`src/rtl/pprog_pkg.sv`:
```
package pprog_pkg;

  typedef enum logic [2:0] {
    ST_IDLE,
    ST_WR_EXEC,
    ST_RD_WAIT_OE,
    ST_RD_ISSUE,
    ST_RD_LOAD,
    ST_RD_VALID,
    ST_RD_HOLD,
    ST_RD_CLOSE
  } pp_state_t;

endpackage

```
`src/rtl/pprog_sync.sv`:
```
module pprog_sync #(
  parameter int WIDTH  = 2,
  parameter int STAGES = 2,
  parameter logic [WIDTH-1:0] RST_VAL = '1
) (
  input  logic             clk,
  input  logic             rst,
  input  logic [WIDTH-1:0] async_i,
  output logic [WIDTH-1:0] sync_o
);

  logic [WIDTH-1:0] chain_q [STAGES];

  genvar s;
  generate
    for (s = 0; s < STAGES; s++) begin : g_stage
      always_ff @(posedge clk) begin
        if (rst) begin
          chain_q[s] <= RST_VAL;
        end else if (s == 0) begin
          chain_q[s] <= async_i;
        end else begin
          chain_q[s] <= chain_q[(s == 0) ? 0 : s-1];
        end
      end
    end
  endgenerate

  assign sync_o = chain_q[STAGES-1];

endmodule

```
`src/rtl/pprog_datapath.sv`:
```
module pprog_datapath #(
  parameter int DATA_W = 16,
  parameter int MODE_W = 4,
  parameter int ADDR_W = 8
) (
  input  logic              clk,
  input  logic              rst,
  input  logic              latch_en,
  input  logic              load_en,
  input  logic              drive_clr,
  input  logic [MODE_W-1:0] mode_i,
  input  logic [DATA_W-1:0] data_i,
  input  logic [DATA_W-1:0] mem_rdata_i,
  output logic [MODE_W-1:0] mode_q,
  output logic [DATA_W-1:0] data_q,
  output logic [ADDR_W-1:0] addr_o,
  output logic [DATA_W-1:0] rd_data_q,
  output logic              drive_q
);

  always_ff @(posedge clk) begin
    if (rst) begin
      mode_q <= '0;
      data_q <= '0;
    end else if (latch_en) begin
      mode_q <= mode_i;
      data_q <= data_i;
    end
  end

  always_ff @(posedge clk) begin
    if (rst) begin
      rd_data_q <= '0;
      drive_q   <= 1'b0;
    end else if (load_en) begin
      rd_data_q <= mem_rdata_i;
      drive_q   <= 1'b1;
    end else if (drive_clr) begin
      drive_q   <= 1'b0;
    end
  end

  assign addr_o = data_q[ADDR_W-1:0];

endmodule

```
`src/rtl/pprog_ctrl.sv`:
```
module pprog_ctrl
  import pprog_pkg::*;
(
  input  logic clk,
  input  logic rst,
  input  logic cmd_s,
  input  logic oe_s,
  input  logic is_read,
  input  logic exec_done_i,
  output logic latch_en,
  output logic load_en,
  output logic drive_clr,
  output logic exec_start_o,
  output logic mem_rd_o,
  output logic rdy_o,
  output logic valid_n_o
);

  pp_state_t state_q;
  logic      done_seen_q;
  logic      cmd_high_q;
  logic      done_now;
  logic      cmd_now;

  assign latch_en  = (state_q == ST_IDLE) && !cmd_s;
  assign load_en   = (state_q == ST_RD_LOAD);
  assign drive_clr = (state_q == ST_RD_HOLD) && oe_s;
  assign done_now  = done_seen_q || exec_done_i;
  assign cmd_now   = cmd_high_q || cmd_s;

  always_ff @(posedge clk) begin
    if (rst) begin
      state_q      <= ST_IDLE;
      rdy_o        <= 1'b1;
      valid_n_o    <= 1'b1;
      exec_start_o <= 1'b0;
      mem_rd_o     <= 1'b0;
      done_seen_q  <= 1'b0;
      cmd_high_q   <= 1'b0;
    end else begin
      exec_start_o <= 1'b0;
      mem_rd_o     <= 1'b0;
      case (state_q)
        ST_IDLE: begin
          done_seen_q <= 1'b0;
          cmd_high_q  <= 1'b0;
          if (!cmd_s) begin
            rdy_o <= 1'b0;
            if (is_read) begin
              state_q <= ST_RD_WAIT_OE;
            end else begin
              exec_start_o <= 1'b1;
              state_q      <= ST_WR_EXEC;
            end
          end
        end
        ST_WR_EXEC: begin
          if (exec_done_i) done_seen_q <= 1'b1;
          if (cmd_s)       cmd_high_q  <= 1'b1;
          if (done_now && cmd_now) begin
            rdy_o   <= 1'b1;
            state_q <= ST_IDLE;
          end
        end
        ST_RD_WAIT_OE: begin
          if (!oe_s) begin
            mem_rd_o <= 1'b1;
            state_q  <= ST_RD_ISSUE;
          end
        end
        ST_RD_ISSUE: state_q <= ST_RD_LOAD;
        ST_RD_LOAD:  state_q <= ST_RD_VALID;
        ST_RD_VALID: begin
          valid_n_o <= 1'b0;
          state_q   <= ST_RD_HOLD;
        end
        ST_RD_HOLD: begin
          if (oe_s) begin
            valid_n_o <= 1'b1;
            state_q   <= ST_RD_CLOSE;
          end
        end
        ST_RD_CLOSE: begin
          if (cmd_s) begin
            rdy_o   <= 1'b1;
            state_q <= ST_IDLE;
          end
        end
        default: state_q <= ST_IDLE;
      endcase
    end
  end

endmodule

```
`src/rtl/pprog_responder.sv`:
```
module pprog_responder #(
  parameter int DATA_W      = 16,
  parameter int MODE_W      = 4,
  parameter int ADDR_W      = 8,
  parameter int RD_BIT      = 3,
  parameter int SYNC_STAGES = 2
) (
  input  logic              clk,
  input  logic              rst,
  input  logic              cmd_n_i,
  input  logic              oe_n_i,
  input  logic [MODE_W-1:0] mode_i,
  input  logic [DATA_W-1:0] data_i,
  output logic [DATA_W-1:0] data_o,
  output logic              data_oe_o,
  output logic              rdy_o,
  output logic              valid_n_o,
  output logic              exec_start_o,
  output logic [MODE_W-1:0] exec_mode_o,
  output logic [DATA_W-1:0] exec_data_o,
  input  logic              exec_done_i,
  output logic              mem_rd_o,
  output logic [ADDR_W-1:0] mem_addr_o,
  input  logic [DATA_W-1:0] mem_rdata_i
);

  localparam int NSYNC = 2;

  logic [NSYNC-1:0] sync_vec;
  logic             cmd_s;
  logic             oe_s;
  logic             latch_en;
  logic             load_en;
  logic             drive_clr;

  pprog_sync #(
    .WIDTH   (NSYNC),
    .STAGES  (SYNC_STAGES),
    .RST_VAL ({NSYNC{1'b1}})
  ) u_sync (
    .clk     (clk),
    .rst     (rst),
    .async_i ({oe_n_i, cmd_n_i}),
    .sync_o  (sync_vec)
  );

  assign cmd_s = sync_vec[0];
  assign oe_s  = sync_vec[1];

  pprog_ctrl u_ctrl (
    .clk          (clk),
    .rst          (rst),
    .cmd_s        (cmd_s),
    .oe_s         (oe_s),
    .is_read      (mode_i[RD_BIT]),
    .exec_done_i  (exec_done_i),
    .latch_en     (latch_en),
    .load_en      (load_en),
    .drive_clr    (drive_clr),
    .exec_start_o (exec_start_o),
    .mem_rd_o     (mem_rd_o),
    .rdy_o        (rdy_o),
    .valid_n_o    (valid_n_o)
  );

  pprog_datapath #(
    .DATA_W (DATA_W),
    .MODE_W (MODE_W),
    .ADDR_W (ADDR_W)
  ) u_dp (
    .clk         (clk),
    .rst         (rst),
    .latch_en    (latch_en),
    .load_en     (load_en),
    .drive_clr   (drive_clr),
    .mode_i      (mode_i),
    .data_i      (data_i),
    .mem_rdata_i (mem_rdata_i),
    .mode_q      (exec_mode_o),
    .data_q      (exec_data_o),
    .addr_o      (mem_addr_o),
    .rd_data_q   (data_o),
    .drive_q     (data_oe_o)
  );

endmodule

```
`config.mk`:
```
export PLATFORM = sky130hd
export DESIGN_NAME = pprog_responder
export DESIGN_NICKNAME = d
export VERILOG_FILES = /design/src/rtl/pprog_pkg.sv /design/src/rtl/pprog_sync.sv /design/src/rtl/pprog_datapath.sv /design/src/rtl/pprog_ctrl.sv /design/src/rtl/pprog_responder.sv
export SDC_FILE = /design/constraint.sdc
export NUM_CORES = 1
export LEC_CHECK = 0
export ABC_AREA = 0
export BUFFER_PORTS_ARGS = -buffer_cell sky130_fd_sc_hd__buf_4
export CAP_MARGIN = 20
export CORE_UTILIZATION = 35
export DETAILED_ROUTE_END_ITERATION = 10
export PLACE_DENSITY = 0.74
export SLEW_MARGIN = 20
export SYNTH_ARGS = -nofsm -noshare
export SYNTH_HDL_FRONTEND = slang
export SYNTH_SLANG_ARGS = --single-unit
export TNS_END_PERCENT = 50
```
`constraint.sdc`:
```
create_clock -name clk -period 1.53 [get_ports clk]
set_clock_uncertainty 0.15 [all_clocks]
set_input_delay 0.459 -clock clk [delete_from_list [all_inputs] [get_ports clk]]
set_output_delay 0.459 -clock clk [all_outputs]
set_load 0.01 [all_outputs]
```
# == After elaboration in Yosys (flattened, before gate mapping) ==
# Memory sizes are Yosys's and may differ from the RTL's.
# Cells that the tools add are included.
# totals
latch_bits,0
rom_bits,0
ram_bits,4
reg_bits,46
memories,1
# mem_list
memory,words,width,rd,rd_clocked_by_memory_dff,wr,line,source
u_sync.chain_q,2,2,2,0,2,pprog_sync.sv:12,logic [WIDTH-1:0] chain_q [STAGES];
# op_classes
muxes,25
shifts,0
n_eq_ne,14
n_reduce_logical,18
n_bitwise,4
n_addsub,0
order_cmp,0
div,0
n_mul,0
# ops
op,count
$pmux 3 s8,1
$mux 3,5
$eq 3x3->1 const B,4
$mux 1,12
$ne 2x2->1 const B,6
$eq 3x2->1 const B,2
$mux 2,3
$pmux 1 s2,3
$reduce_and 2->1,3
$reduce_bool 2->1,3
$reduce_and 5->1,1
$reduce_and 4->1,1
$eq 3x1->1 const B,1
$logic_and 1x1->1,3
$logic_not 3->1,1
$pmux 1 s3,1
$reduce_bool 3->1,1
$reduce_or 3->1,1
$logic_or 1x1->1,2
$ne 2x1->1 const B,1
$not 1->1,2
$or 1x1->1,2
$reduce_or 2->1,1
$logic_not 1->1,1

# == Depth between registers and ports, before layout ==
# An unclocked memory read counts as a cell.
# depth
ltp_word,5
ltp_mapped,6
mapped_depth_nobuf,4

# == Cells and area by module ==
# A second synthesis with hierarchy kept.
# hier_totals
cells_unflattened,188
area_unflattened_um2,1928.1
# modules_own_cells
module,instances,cells_per_inst,area_per_inst_um2
pprog_datapath,1,128,1385.1
pprog_ctrl,1,52,437.9
pprog_sync,1,8,105.1

# == Worst setup path before layout ==
# OpenSTA, ideal clock, no wires.
# synth_path
path_type,input port to flip-flop
startpoint,input exec_done_i
endpoint,register u_ctrl.state_q[1]
slack_ns,0.107
arrival_ns,1.187
required_time_ns,1.294
setup_time_ns,0.086
stages,4
cell_sequence,o221a_4 > o31ai_2 > a21oi_2 > a221oi_2
# synth_via
elab_chain_len,4
# synth_rtl
item,line,source
from (decl),pprog_responder.sv:21,"input logic exec_done_i,"
$logic_or 1x1->1,pprog_ctrl.sv:28,assign done_now = done_seen_q || exec_done_i;
$logic_and 1x1->1,pprog_ctrl.sv:60,if (done_now && cmd_now) begin
$ne 2x1->1 (no line),-,
$reduce_and 5->1 (no line),-,
to (signal assigned),pprog_ctrl.sv:33,state_q <= ST_IDLE;
to (signal assigned),pprog_ctrl.sv:62,state_q <= ST_IDLE;
to (signal assigned),pprog_ctrl.sv:68,state_q <= ST_RD_ISSUE;
to (decl),pprog_ctrl.sv:19,pp_state_t state_q;
# No other way between the ends.
# A chain may end at the register's enable or synchronous reset.

# == Worst setup path in the final report ==
# layout_path
startpoint,register u_ctrl.state_q[1]
endpoint,register u_dp.drive_q
# layout_via
elab_chain_len,3
word_cells_on_any_way,5
# layout_rtl
item,line,source
from (signal assigned),pprog_ctrl.sv:33,
from (signal assigned),pprog_ctrl.sv:50,state_q <= ST_RD_WAIT_OE;
from (signal assigned),pprog_ctrl.sv:53,state_q <= ST_WR_EXEC;
$eq 3x3->1,pprog_ctrl.sv:27,assign drive_clr = (state_q == ST_RD_HOLD) && oe_s;
$logic_and 1x1->1,pprog_ctrl.sv:27,
$reduce_bool 2->1 (no line),-,
to (signal assigned),pprog_datapath.sv:34,drive_q <= 1'b0;
to (signal assigned),pprog_datapath.sv:37,drive_q <= 1'b1;
to (signal assigned),pprog_datapath.sv:39,drive_q <= 1'b0;
to (decl),pprog_datapath.sv:18,output logic drive_q
# Several ways; a longest one is shown, not always the timed one.

==> results.json <==
{
  "status": "finished clean",
  "max-vdd-ir-drop_mv": 0.415,
  "grt_max_degree": 31,
  "slew_violations": 0,
  "dieWidth_um": 76.5,
  "grt_pass1_vias": 1606,
  "finalSetupViolations": 0,
  "ant_nets": 0,
  "synth_cell_type_count": 33,
  "drc": 0,
  "cp_max_fo": 17,
  "final_cell_mix": "buf_4 (98), nand2_1 (76), dfxtp_1 (48)",
  "hold_class": "input pin to flip-flop",
  "arrival_ns": 1.50,
  "dieArea_mm2": 0.00585,
  "grt_overflow": 0,
  "tightest_slew_ns": 0.323,
  "syn_nets": 274,
  "syn_avg_cell_area_um2": 8.33,
  "core_area_mm2": 0.00524,
  "synth_area_mm2": 0.00194,
  "routed_wirelength_mm": 4.21,
  "hold_viol": 0,
  "slew_headroom": 0.785,
  "vias": 1786,
  "worstSetupStartpointType": "flip-flop",
  "yosysWarnings": 0,
  "nets": 358,
  "antenna_found_initial": 0,
  "cp_data_required_time_ns": 1.61,
  "diodes": 0,
  "grt_usage": 0.149,
  "final_common_cell": "buf_4",
  "rsz0062_at_grt": "no",
  "initial_core_util": 0.371,
  "clk_pin_slew_ns": 0.08,
  "drv_cap": 0,
  "synth-seq-cells": 50,
  "fin_hold_ws_ns": 0.196,
  "htree_levels": 2,
  "cts_sinks": 50,
  "port-buffer-count": 89,
  "end_kind": "flip-flop",
  "routedWlPerCell_um": 10.9,
  "root_buffer": "clkbuf_8",
  "fmax_mhz": 702,
  "leakage_nw": 1.16,
  "row_count": 26,
  "drive_above_1_share": 0.375,
  "ys_seq_area_frac": 0.516,
  "fin_crit_sh": 0.931,
  "drt_iter0_markers": 29,
  "syn_to_final_growth_pct": 43.3,
  "numCtsBuffers": 5,
  "hpwl_mm": 2.99,
  "clockBufferDepth": 2,
  "final.setup.tns_ns": 0,
  "cts_tree": "done",
  "place.gp.congestion": 0.772,
  "crit_type": "flip-flop to flip-flop",
  "clkLatencyLatePin_ns": 0.29,
  "die_h_um": 76.5,
  "pin_count": 90,
  "viasPerCell": 4.61,
  "p_per_area_mw_per_mm2": 972,
  "fin_crit_ns": 1.42,
  "drt_pass1_iterations": 4,
  "grt_pass1_wl_mm": 7.08,
  "syn_inst": 233
}
## flip-flops by register name (all words and copies together) (netlist names)
register             cells
u_ctrl.cmd_high_q        1
u_ctrl.done_seen_q       1
u_ctrl.exec_start_o      1
u_ctrl.mem_rd_o          1
u_ctrl.rdy_o             1
u_ctrl.state_q           3
u_ctrl.valid_n_o         1
u_dp.data_q             16
u_dp.drive_q             1
u_dp.mode_q              4
u_dp.rd_data_q          16
u_sync.chain_q           4
## metrics by stage
stage	power [W]	cell area, µm²	setup slack [ns]	instances	util
after floorplan	0.00177	1940	0.107	233	-
after global placement	0.00203	2700	-0.0461	380	0.516
after detailed placement	0.00204	2700	-0.0626	380	0.516
after CTS	0.00275	2780	0.0199	387	0.530
after global routing	0.00286	2780	0.00242	387	0.531
final	0.00270	2780	0.106	387	0.531
## logic make-up (layout without fill, tap and decap cells)
| family | after synthesis | after routing | share of synthesized area |
|---|---|---|---|
| buffers and inverters | 27 | 111 | 0.0819 |
| and+or+nand+nor | 100 | 100 | 0.228 |
| AOI/OAI and AO/OA | 54 | 54 | 0.164 |
| DFF | 50 | 50 | 0.516 |
| muxes | 2 | 2 | 0.0103 |
## report_power, final
group | leakage [nW] | total [W] | internal [W] | switching [W]
combinational | 0.714 | 0.000567 | 0.000308 | 0.000260
sequential | 0.406 | 0.00144 | 0.00138 | 0.0000670
clock | 0.0383 | 0.000693 | 0.000315 | 0.000378
total | 1.16 | 0.00270 | 0.00200 | 0.000704
## Yosys cell counts
cell | count | area [µm²]
nand2_1 | 76 | 285
dfxtp_1 | 50 | 1000
a21oi_1 | 43 | 215
buf_2 | 10 | 50.1
buf_4 | 8 | 60.1
clkbuf_1 | 5 | 18.8
nor2_1 | 4 | 15.0
nor3_1 | 4 | 20.0
or2_2 | 4 | 25.0
o21ai_0 | 3 | 15.0
buf_6 | 2 | 22.5
inv_1 | 2 | 7.51
mux2i_1 | 2 | 20.0
a211o_1 | 1 | 8.76
a21oi_2 | 1 | 8.76
a221oi_2 | 1 | 15.0
a31oi_1 | 1 | 6.26
and2_1 | 1 | 6.26
and3_1 | 1 | 6.26
and4_1 | 1 | 8.76
nand2b_1 | 1 | 6.26
nand3b_1 | 1 | 7.51
nor2b_1 | 1 | 6.26
nor3_4 | 1 | 16.3
nor3b_1 | 1 | 7.51
nor4_1 | 1 | 6.26
nor4_2 | 1 | 12.5
o221a_4 | 1 | 20.0
o221ai_1 | 1 | 8.76
o22a_1 | 1 | 8.76
o31ai_2 | 1 | 12.5
or2_1 | 1 | 6.26
or3_1 | 1 | 6.26
## layout make-up
type / instances / area, µm²
clock buffer: 7 / 76.3
fill: 484 / 2460
inverter: 2 / 7.51
multi-input combinational: 156 / 790
sequential: 50 / 1000
tap: 70 / 87.6
timing repair buffer: 102 / 816
## routing by layer
layer	vias to the layer above	global-route usage	routed length [µm]
met4	0	0.0462	44
met1	794	0.171	1860
met3	6	0.0455	295
met5	-	0	0
met2	61	0.263	2010
li1	925	-	-
## critical path: stages, from the launching register on
cell and delay, ns:
dfxtp_1 0.38, or3_1 0.39, buf_4 0.21, o21ai_0 0.08, nor2b_1 0.15
## timing repair
| action | 4_1_cts | 5_1_grt |
|---|---|---|
| endpoints found under the setup margin | 0 | 2 |
| hold buffers | 0 | 0 |
| resized for setup | 0 | 2 |
| setup buffers | 0 | 0 |
## path summary, 6_finish.rpt
kind                         from                   end  slack [ns]  cells after the start
min                        oe_n_i  u_sync.chain_q[0][1]        0.20                      2
min reg2reg  u_sync.chain_q[0][1]  u_sync.chain_q[1][1]        0.26                      1
max reg2reg     u_ctrl.state_q[1]          u_dp.drive_q        0.11                      4
max             u_ctrl.state_q[1]          u_dp.drive_q        0.11                      4
(Power assumes the default switching activity.)
